==> config.mk <==
export PLATFORM = sky130hd
export DESIGN_NAME = bank_contention_gate
export DESIGN_NICKNAME = d
export VERILOG_FILES = /design/src/rtl/bcg_pkg.sv /design/src/rtl/bcg_rst_sync.sv /design/src/rtl/bcg_index_map.sv /design/src/rtl/bcg_bank_timer.sv /design/src/rtl/bcg_retry_sched.sv /design/src/rtl/bank_contention_gate.sv
export SDC_FILE = /design/constraint.sdc
export NUM_CORES = 1
export LEC_CHECK = 0
export BUFFER_PORTS_ARGS = -buffer_cell sky130_fd_sc_hd__buf_2
export CORE_ASPECT_RATIO = 2
export CORE_MARGIN = 2
export CORE_UTILIZATION = 54
export CTS_CLUSTER_SIZE = 25
export DETAILED_ROUTE_END_ITERATION = 8
export PLACE_DENSITY = 0.85
export SYNTH_ARGS = -nofsm -noshare
export SYNTH_HDL_FRONTEND = slang
export SYNTH_SLANG_ARGS = --single-unit
==> constraint.sdc <==
create_clock -name clk -period 2.6 [get_ports clk]
set_clock_uncertainty 0.2 [all_clocks]
set_input_delay 0.26 -clock clk [delete_from_list [all_inputs] [get_ports clk]]
set_output_delay 0.26 -clock clk [all_outputs]
set_load 0.05 [all_outputs]
==> src/rtl/bcg_pkg.sv <==
package bcg_pkg;

  // larger of two latencies, used for the data-array occupancy of a hit
  function automatic int unsigned lat_max(input int unsigned a, input int unsigned b);
    return (a > b) ? a : b;
  endfunction

  // true when v is a power of two (and nonzero)
  function automatic bit is_pow2(input int unsigned v);
    return (v != 0) && ((v & (v - 1)) == 0);
  endfunction

endpackage

==> src/rtl/bcg_rst_sync.sv <==
module bcg_rst_sync (
  input  logic clk,
  input  logic rst_n,
  output logic rst_sync_n
);

  logic [1:0] sync_q;

  always_ff @(posedge clk or negedge rst_n) begin
    if (!rst_n) begin
      sync_q <= 2'b00;
    end else begin
      sync_q <= {sync_q[0], 1'b1};
    end
  end

  assign rst_sync_n = sync_q[1];

endmodule

==> src/rtl/bcg_index_map.sv <==
module bcg_index_map #(
  parameter int unsigned ADDR_W = 32,
  parameter int unsigned IDX_W  = 2,
  parameter int unsigned LO     = 6
) (
  input  logic [ADDR_W-1:0] addr,
  output logic [IDX_W-1:0]  idx
);

  // bits outside the interleave field do not select a bank
  logic unused_addr_bits;
  assign unused_addr_bits = ^addr;

  assign idx = addr[LO +: IDX_W];

endmodule

==> src/rtl/bcg_bank_timer.sv <==
module bcg_bank_timer #(
  parameter int unsigned CNT_W  = 6,
  parameter int unsigned ACC_RD = 2,
  parameter int unsigned ACC_WR = 2,
  parameter int unsigned FILL   = 2
) (
  input  logic clk,
  input  logic rst_n,
  input  logic acc_en,
  input  logic acc_wr,
  input  logic fill_en,
  output logic busy
);

  localparam int unsigned OFF_W = CNT_W + 2;
  localparam logic [OFF_W-1:0] CNT_MAX = {2'b00, {CNT_W{1'b1}}};

  logic [CNT_W-1:0] cnt_q;
  logic [CNT_W-1:0] cnt_d;
  logic             cnt_en;
  logic [OFF_W-1:0] off;

  // off = cycles from now until the window ends; the register holds off-1
  always_comb begin
    off = {2'b00, cnt_q};
    if (acc_en) begin
      off = off + OFF_W'(acc_wr ? ACC_WR : ACC_RD);
    end
    if (fill_en) begin
      off = off + OFF_W'(FILL);
    end
    if (off == '0) begin
      cnt_d = '0;
    end else if (off > CNT_MAX) begin
      cnt_d = {CNT_W{1'b1}};
    end else begin
      cnt_d = CNT_W'(off - OFF_W'(1));
    end
    cnt_en = (cnt_q != '0) | acc_en | fill_en;
  end

  always_ff @(posedge clk or negedge rst_n) begin
    if (!rst_n) begin
      cnt_q <= '0;
    end else if (cnt_en) begin
      cnt_q <= cnt_d;
    end
  end

  assign busy = (cnt_q != '0);

endmodule

==> src/rtl/bcg_retry_sched.sv <==
module bcg_retry_sched #(
  parameter int unsigned NUM_BANKS = 4,
  parameter int unsigned IDX_W     = 2
) (
  input  logic                 clk,
  input  logic                 rst_n,
  input  logic                 bank_refuse,
  input  logic [IDX_W-1:0]     refuse_idx,
  input  logic                 glob_refuse,
  input  logic                 miss_block,
  input  logic [NUM_BANKS-1:0] bank_busy,
  output logic                 retry
);

  logic             pend_v_q, pend_v_d;
  logic [IDX_W-1:0] pend_idx_q, pend_idx_d;
  logic             hold_v_q, hold_v_d;
  logic [IDX_W-1:0] hold_idx_q, hold_idx_d;
  logic             glob_q, glob_d;
  logic             timed_fire;
  logic             glob_fire;
  logic             st_en;

  assign timed_fire = pend_v_q & ~bank_busy[pend_idx_q];
  assign glob_fire  = glob_q & ~miss_block;
  assign retry      = timed_fire | glob_fire;

  always_comb begin
    pend_v_d   = pend_v_q;
    pend_idx_d = pend_idx_q;
    hold_v_d   = hold_v_q;
    hold_idx_d = hold_idx_q;
    glob_d     = glob_q;

    if (glob_fire) begin
      glob_d = 1'b0;
    end
    if (glob_refuse) begin
      glob_d = 1'b1;
    end

    // the held refusal moves up once the pending retry is issued
    if (timed_fire) begin
      pend_v_d   = hold_v_q;
      pend_idx_d = hold_idx_q;
      hold_v_d   = 1'b0;
    end

    if (bank_refuse) begin
      if (!pend_v_d) begin
        pend_v_d   = 1'b1;
        pend_idx_d = refuse_idx;
      end else if (pend_idx_d != refuse_idx && !hold_v_d) begin
        hold_v_d   = 1'b1;
        hold_idx_d = refuse_idx;
      end
    end

    st_en = timed_fire | glob_fire | glob_refuse | bank_refuse;
  end

  always_ff @(posedge clk or negedge rst_n) begin
    if (!rst_n) begin
      pend_v_q   <= 1'b0;
      pend_idx_q <= '0;
      hold_v_q   <= 1'b0;
      hold_idx_q <= '0;
      glob_q     <= 1'b0;
    end else if (st_en) begin
      pend_v_q   <= pend_v_d;
      pend_idx_q <= pend_idx_d;
      hold_v_q   <= hold_v_d;
      hold_idx_q <= hold_idx_d;
      glob_q     <= glob_d;
    end
  end

endmodule

==> src/rtl/bank_contention_gate.sv <==
module bank_contention_gate #(
  parameter int unsigned ADDR_W     = 32,
  parameter int unsigned NUM_BANKS  = 4,
  parameter int unsigned LINE_BYTES = 64,
  parameter int unsigned INTLV_HI   = 0,
  parameter int unsigned TAG_LAT    = 1,
  parameter int unsigned RD_LAT     = 2,
  parameter int unsigned WR_LAT     = 2,
  parameter int unsigned CNT_W      = 6
) (
  input  logic              clk,
  input  logic              rst_n,
  input  logic              gate_en,
  input  logic              miss_block,
  input  logic              req_valid,
  input  logic [ADDR_W-1:0] req_addr,
  input  logic              req_write,
  input  logic              req_hit,
  output logic              req_ready,
  input  logic              fill_valid,
  input  logic [ADDR_W-1:0] fill_addr,
  output logic              retry
);

  localparam int unsigned IDX_W   = $clog2(NUM_BANKS);
  localparam int unsigned OFS_W   = $clog2(LINE_BYTES);
  localparam int unsigned HI      = (INTLV_HI != 0) ? INTLV_HI : OFS_W + IDX_W - 1;
  localparam int unsigned LO      = HI + 1 - IDX_W;
  localparam int unsigned ACC_RD  = bcg_pkg::lat_max(TAG_LAT, RD_LAT);
  localparam int unsigned ACC_WR  = bcg_pkg::lat_max(TAG_LAT, WR_LAT);

  // elaboration-time legality of the bank configuration
  if (!bcg_pkg::is_pow2(NUM_BANKS) || NUM_BANKS < 2) begin : g_bad_banks
    $error("bank count must be a power of two of at least 2");
  end
  if (LO < OFS_W) begin : g_bad_granule
    $error("bank interleave granularity is smaller than a line");
  end
  if (HI >= ADDR_W) begin : g_bad_hi
    $error("bank interleave field lies outside the address");
  end

  logic                 rst_q_n;
  logic [IDX_W-1:0]     req_idx;
  logic [IDX_W-1:0]     fill_idx;
  logic [NUM_BANKS-1:0] bank_busy;
  logic                 tgt_busy;
  logic                 accept;
  logic                 bank_refuse;
  logic                 glob_refuse;

  bcg_rst_sync u_rst (
    .clk        (clk),
    .rst_n      (rst_n),
    .rst_sync_n (rst_q_n)
  );

  bcg_index_map #(.ADDR_W(ADDR_W), .IDX_W(IDX_W), .LO(LO)) u_req_map (
    .addr (req_addr),
    .idx  (req_idx)
  );

  bcg_index_map #(.ADDR_W(ADDR_W), .IDX_W(IDX_W), .LO(LO)) u_fill_map (
    .addr (fill_addr),
    .idx  (fill_idx)
  );

  always_comb begin
    tgt_busy    = gate_en & bank_busy[req_idx];
    req_ready   = ~miss_block & ~tgt_busy;
    accept      = req_valid & req_ready;
    glob_refuse = req_valid & miss_block;
    bank_refuse = req_valid & ~miss_block & tgt_busy;
  end

  for (genvar b = 0; b < NUM_BANKS; b++) begin : g_bank
    logic acc_en;
    logic fill_en;

    assign acc_en  = gate_en & accept & req_hit & (req_idx == IDX_W'(b));
    assign fill_en = gate_en & fill_valid & (fill_idx == IDX_W'(b));

    bcg_bank_timer #(
      .CNT_W  (CNT_W),
      .ACC_RD (ACC_RD),
      .ACC_WR (ACC_WR),
      .FILL   (WR_LAT)
    ) u_timer (
      .clk     (clk),
      .rst_n   (rst_q_n),
      .acc_en  (acc_en),
      .acc_wr  (req_write),
      .fill_en (fill_en),
      .busy    (bank_busy[b])
    );
  end

  bcg_retry_sched #(.NUM_BANKS(NUM_BANKS), .IDX_W(IDX_W)) u_sched (
    .clk         (clk),
    .rst_n       (rst_q_n),
    .bank_refuse (bank_refuse),
    .refuse_idx  (req_idx),
    .glob_refuse (glob_refuse),
    .miss_block  (miss_block),
    .bank_busy   (bank_busy),
    .retry       (retry)
  );

endmodule

# --- After elaboration in Yosys (flattened, before gate mapping) ---
# Index checks and enable logic that the tools add are counted.
totals:
  register_bits: 33
  latch_bits: 0
  mem_bits_ro: 0
  out_inout_bits: 2
  memories: 0
  ramBits: 0
  in_bits: 72
  wordCells: 114
classes:
  n_reduce_logical: 15
  magnitude_cmp: 6
  div_mod_pow: 0
  shifts: 0
  n_mul: 0
  n_mux: 31
  n_eq_ne: 7
  bitwise: 33
  addsub: 12
op_table:
  columns: ["operator", "n"]
  rows:
  - ["$mux 6", 8]
  - ["$add 8x2->8 const B", 4]
  - ["$gt 8x6->1 const B", 4]
  - ["$logic_not 8->1", 4]
  - ["$mux 8", 4]
  - ["$add 6x2->7 const B", 4]
  - ["$mux 7", 4]
  - ["$reduce_bool 6->1", 4]
  - ["$sub 6x1->6 const B", 4]
  - ["$and 1x1->1", 19]
  - ["$or 1x1->1", 11]
  - ["$mux 1", 10]
  - ["$eq 2x2->1 const B", 4]
  - ["$lt 2x3->1 const B", 2]
  - ["$mux 2", 3]
  - ["$bmux 1 s2", 2]
  - ["$eq 2x1->1 const B", 2]
  - ["$logic_not 2->1", 2]
  - ["$reduce_and 4->1", 1]
  - ["$not 1->1", 3]
  - ["$ne 2x2->1", 1]
  - ["$reduce_and 2->1", 1]
  - ["$reduce_bool 2->1", 1]
  - ["$logic_and 1x1->1", 1]
  - ["$logic_not 1->1", 1]

# --- Depth between registers and ports, before layout ---
logic_depth:
  depth_word: 16
  mapped_depth: 12
  depth_no_buf: 12

# --- Modules after synthesis ---
# Synthesis repeated with hierarchy kept, for this count alone.
unflattened:
  hier_cells: 369
  area_unflattened_um2: 3392.0
by_module_without_submodules:
  columns: ["mod", "area_per_inst_um2", "cells_each", "seq_area_each_um2", "instances"]
  rows:
  - ["bcg_bank_timer at g_bank[0].u_timer ...", 633.1, 69, 150.1, 3]
  - ["bcg_bank_timer at g_bank[3].u_timer", 689.4, 78, 150.1, 1]
  - ["bcg_retry_sched", 524.3, 54, 175.2, 1]
  - ["bank_contention_gate", 195.2, 23, 0.0, 1]
  - ["bcg_rst_sync", 53.8, 3, 50.0, 1]
  - ["bcg_index_map", 15.0, 2, 0.0, 2]

# --- Worst setup path before layout ---
# OpenSTA, ideal clock, no wires.
synth_timing:
  kind: "register -> register"
  from: "reg g_bank[2].u_timer.cnt_q[1]"
  to: "reg g_bank[2].u_timer.cnt_q[5]"
  required_time_ns: 2.269
  setup_slack_ns: -0.629
  setup_time_ns: 0.131
  n_path_buf: 0
  path_stages_with_launch: 13
  period_less_slack_ns: 3.229
  arrival_ns: 2.898
  cell_sequence: "dfrtp_1 > ha_1 > and3b_1 > and4_1 > nor2_1 > inv_1 > ha_1 > or3_1 > o31ai_1 > mux2i_1 > nor3_1 > a31oi_1 > or3_1"
synth_between:
  elab_chain_cells: 16
  word_cells_on_any_way: 21
  classes_between: "add/sub (3); order compare (1); mux (6); bitwise (9); reduce/logical (2)"
synth_rtl:
  columns: ["item", "line_no", "source"]
  rows:
  - ["start: declaration", "bcg_bank_timer.sv:18", "logic [CNT_W-1:0] cnt_q;"]
  - ["start signal: assignment", "bcg_bank_timer.sv:46", "cnt_q <= cnt_d;"]
  - ["$reduce_bool 6->1", "bcg_bank_timer.sv:39, bcg_bank_timer.sv:50", null]
  - ["$bmux 1 s2", "bank_contention_gate.sv:69", "tgt_busy = gate_en & bank_busy[req_idx];"]
  - ["$mux 1 (implied by the code)", "bank_contention_gate.sv:69", null]
  - ["$and 1x1->1", "bank_contention_gate.sv:69", null]
  - ["$not 1->1", "bank_contention_gate.sv:70", "req_ready = ~miss_block & ~tgt_busy;"]
  - ["$and 1x1->1", "bank_contention_gate.sv:70", null]
  - ["$and 1x1->1", "bank_contention_gate.sv:71", "accept = req_valid & req_ready;"]
  - ["$and 1x1->1 (3 in a row)", "bank_contention_gate.sv:80", "assign acc_en = gate_en & accept & req_hit & (req_idx == IDX_W'(b));"]
  - ["$mux 7", "bcg_bank_timer.sv:26", "if (acc_en) begin"]
  - ["$add 8x2->8", "bcg_bank_timer.sv:30", "off = off + OFF_W'(FILL);"]
  - ["$mux 8", "bcg_bank_timer.sv:29", "if (fill_en) begin"]
  - ["$gt 8x6->1 or $sub 6x1->6 (tied branches)", "bcg_bank_timer.sv:34, bcg_bank_timer.sv:37", null]
  - ["$mux 6", "bcg_bank_timer.sv:34", "end else if (off > CNT_MAX) begin"]
  - ["$mux 6", "bcg_bank_timer.sv:32", "if (off == '0) begin"]
# Parallel ways exist; a longest one is shown, timed or not. The select of a mux whose other input is x is not followed.
# A chain may end at the register's enable or synchronous reset.

# --- Final worst setup path ---
layout_timing:
  from: "reg g_bank[2].u_timer.cnt_q[2]"
  to: "reg g_bank[2].u_timer.cnt_q[1]"
# The elaborated chain is that of the path after synthesis.

==> impl_metrics.json <==
{
  "status": "complete, but fails checks",
  "violations": "setup timing",
  "setup_tns_ns": -9.62,
  "start_kind": "flip-flop",
  "drtPass1Iterations": 6,
  "syn-num-nets": 409,
  "gp_congestion": 0.901,
  "clk_pin_slew_ns": 0.08,
  "grt_overflow": 0,
  "setup_viol": 32,
  "clk_latency_ns": 0.31,
  "fin_hold_ws_ns": 0.0314,
  "critPathBufInv": 2,
  "ys.flop_type": "dfrtp_1",
  "wl_per_cell_um": 26.7,
  "ioPinCount": 74,
  "path_max_fanout": 5,
  "leakagePower_uw": 0.00200,
  "dp.cells": 464,
  "dp_hpwl_mm": 6.49,
  "timing.final.crit_share": 1.20,
  "row_count": 37,
  "drt_iter0_drc": 466,
  "startpoint": "g_bank[2].u_timer.cnt_q[2]",
  "crit_family": "simple AND/OR/NAND/NOR gates",
  "endpoint_kind": "flip-flop",
  "slowest_stage": "dfrtp_2",
  "path_depth": 13,
  "initial_utilization": 0.558,
  "clockRootBuffer": "clkbuf_8",
  "fmaxAchievable_ghz": 0.320,
  "fin_cells": 512,
  "yosysWarnings": 0,
  "min_period_ns": 3.12,
  "worstPathRequired_ns": 2.59,
  "maxCapViolCount": 0,
  "grt_max_degree": 23,
  "relSlewSlack": 0.499,
  "final_nets": 543,
  "h-tree-depth": 2,
  "async_flop_share": 1.00,
  "syn_to_final_growth_pct": 62.1,
  "path_class": "reg2reg",
  "fin_util": 0.904,
  "r2r_cells": 13,
  "cp.arrival_ns": 3.11,
  "hold_path_class": "in2reg",
  "die_x_um": 55.3,
  "antenna_found_initial": 0,
  "layout-drive-gt1-share": 0.537,
  "slowest_delay_ns": 0.47,
  "hp-start": "req_valid",
  "synth_cells": 319,
  "antenna-diode-count": 0,
  "r2r_start": "g_bank[2].u_timer.cnt_q[2]",
  "num_vias": 3704,
  "tightestPinTransition_ns": 0.741,
  "synth_edf_count": 0,
  "path_cells": "ha_4 > and3b_1 > and4_4 > nor2_4 > inv_2 > ha_4 > or3_4 > o31ai_2 > mux2i_1 > nor3_2 > buf_4 > a41oi_4 > a21boi_1",
  "syn-cell-area_um2": 2840,
  "setup_ws_ns": -0.525,
  "cpMostUsedCell": "ha_4",
  "rsz0062_at_grt": "yes",
  "clkSinkCount": 33,
  "ys_seq_area_frac": 0.291,
  "port_buffers": 12,
  "numCtsBuffers": 5,
  "yosys_register_bits": 33,
  "slew_viol_final": 0,
  "avgSynthCellArea_um2": 8.90,
  "regArea_um2": 831,
  "cts_tree": "yes",
  "hold_depth": 2,
  "grt_pass1_vias": 3625,
  "vdd_drop_max_uv": 1030,
  "pre_cts_ws_ns": -0.491,
  "die_h_um": 107,
  "track_usage": 0.397,
  "die_area_um2": 5890,
  "synth_cell_types": 64,
  "n_fill_cell": 192,
  "power.density_nw_per_um2": 1290,
  "clk_path_buf_depth": 2,
  "via_per_inst": 7.23,
  "timing_hold_violations_final": 0,
  "core_um2": 5090,
  "grt_first_pass_wirelength_mm": 18.1,
  "wirelength_mm": 13.7,
  "drc": 0,
  "multiInputGateArea_um2": 2500,
  "ant_nets": 0
}
## stage by stage
step | total power [uW] | area (um2)
finish | 5940 | 4600
global route | 6120 | 4600
CTS | 4970 | 4290
detailed placement | 3850 | 3650
global placement | 3700 | 3650
floorplan | 2690 | 2930
## metal layers
layer	up-vias	track usage	wire length [um]
li1	1469	-	-
met1	1721	0.416	4570
met2	356	0.726	6550
met3	158	0.0645	1270
met4	0	0.230	1280
met5	-	0	0
## registers in the layout, indices dropped and copies added, names as in the netlist
name	count
g_bank.u_timer.cnt_q	24
u_rst.sync_q	2
u_sched.hold_idx_q	2
u_sched.pend_idx_q	2
u_sched.glob_q	1
u_sched.hold_v_q	1
u_sched.pend_v_q	1
## timing repair
action | in CTS | in global routing
endpoints found under the hold margin | 8 | 0
pin swaps | 39 | 25
resized for setup | 63 | 53
hold buffers | 3 | 0
setup endpoints to repair | 30 | 31
setup buffers | 30 | 10
gates cloned | 0 | 0
## cell type report
type,count,share of cell area
Multi-Input combinational cell,259,0.543
Inverter,20,0.0163
Timing Repair Buffer,134,0.225
Sequential cell,33,0.180
Tap cell,58,0.0158
Clock buffer,8,0.0196
## cell usage in the layout (no fill, tap or decap), types with 5 or more instances in the layout
cell      netlist  layout
a21boi_1       10       8
a21oi_1        22       6
a21oi_2         0      14
a41oi_1         8       5
and4b_1         5       5
buf_2           2      10
buf_4           0     108
buf_6           0      13
clkbuf_8        0       6
dfrtp_1        33      29
ha_1           18      10
ha_4            0       7
inv_1          20      16
nand2_1        15      12
nand2b_1        6       6
nand3_1        20      15
nand4_1         5       5
nor2_1         20      13
nor3_1          9       7
xnor2_1        15      10
xor2_1         10       9
## worst reg2reg max path: cells and delay by family, from the launching register on
kind	cells	cell delay, ns
fa+ha+maj	2	0.46
simple gates	5	1.05
buf+inv	2	0.22
flops	1	0.47
mux	1	0.15
compound gates	3	0.43
## logic make-up after synthesis
logic type,synth area share
AND/OR/NAND/NOR,0.268
AO/OA/AOI/OAI,0.207
flip-flops,0.291
buffers and inverters,0.0366
XOR/XNOR,0.0771
adder cells (fa/ha/maj),0.0793
multiplexers,0.0392
other,0.00132
## synth_stat cells (2+ instances only)
cell,instances,area share
dfrtp_1,33,0.29
a21oi_1,22,0.039
inv_1,20,0.026
nand3_1,20,0.035
nor2_1,20,0.026
ha_1,18,0.079
nand2_1,15,0.020
xnor2_1,15,0.046
a21boi_1,10,0.026
xor2_1,10,0.031
nor3_1,9,0.016
a41oi_1,8,0.025
a31oi_1,7,0.015
and2_1,6,0.013
nand2b_1,6,0.013
and3_1,5,0.011
and4b_1,5,0.018
clkbuf_1,5,0.0066
nand4_1,5,0.011
o21ai_0,5,0.0088
a211oi_1,4,0.011
a21o_1,4,0.011
and4_1,4,0.012
mux2i_1,4,0.014
nor3b_1,4,0.011
a2bb2oi_1,3,0.0093
nand4b_1,3,0.0093
nor4_4,3,0.022
or3_1,3,0.0066
a32o_1,2,0.0070
a32oi_1,2,0.0062
buf_2,2,0.0035
nand3b_1,2,0.0053
nor2b_1,2,0.0044
o21a_1,2,0.0053
o22ai_1,2,0.0044
o31ai_1,2,0.0053
## path summary, 6_finish.rpt
path / end / slack [ns]
setup / recovery: g_bank[2].u_timer.cnt_q[1] / -0.52
hold / removal: u_sched.glob_q / 0.03
setup reg to reg: g_bank[2].u_timer.cnt_q[1] / -0.52
hold reg to reg: g_bank[2].u_timer.cnt_q[1] / 0.14
max in group asynchronous: g_bank[0].u_timer.cnt_q[1] / 1.35
min in group asynchronous: u_rst.sync_q[0] / 0.13
## power by group
part	switching, uW	internal [uW]	total (uW)
registers	331	761	1090
clock network	217	216	433
logic	2270	2140	4420
(Power assumes the default switching activity.)
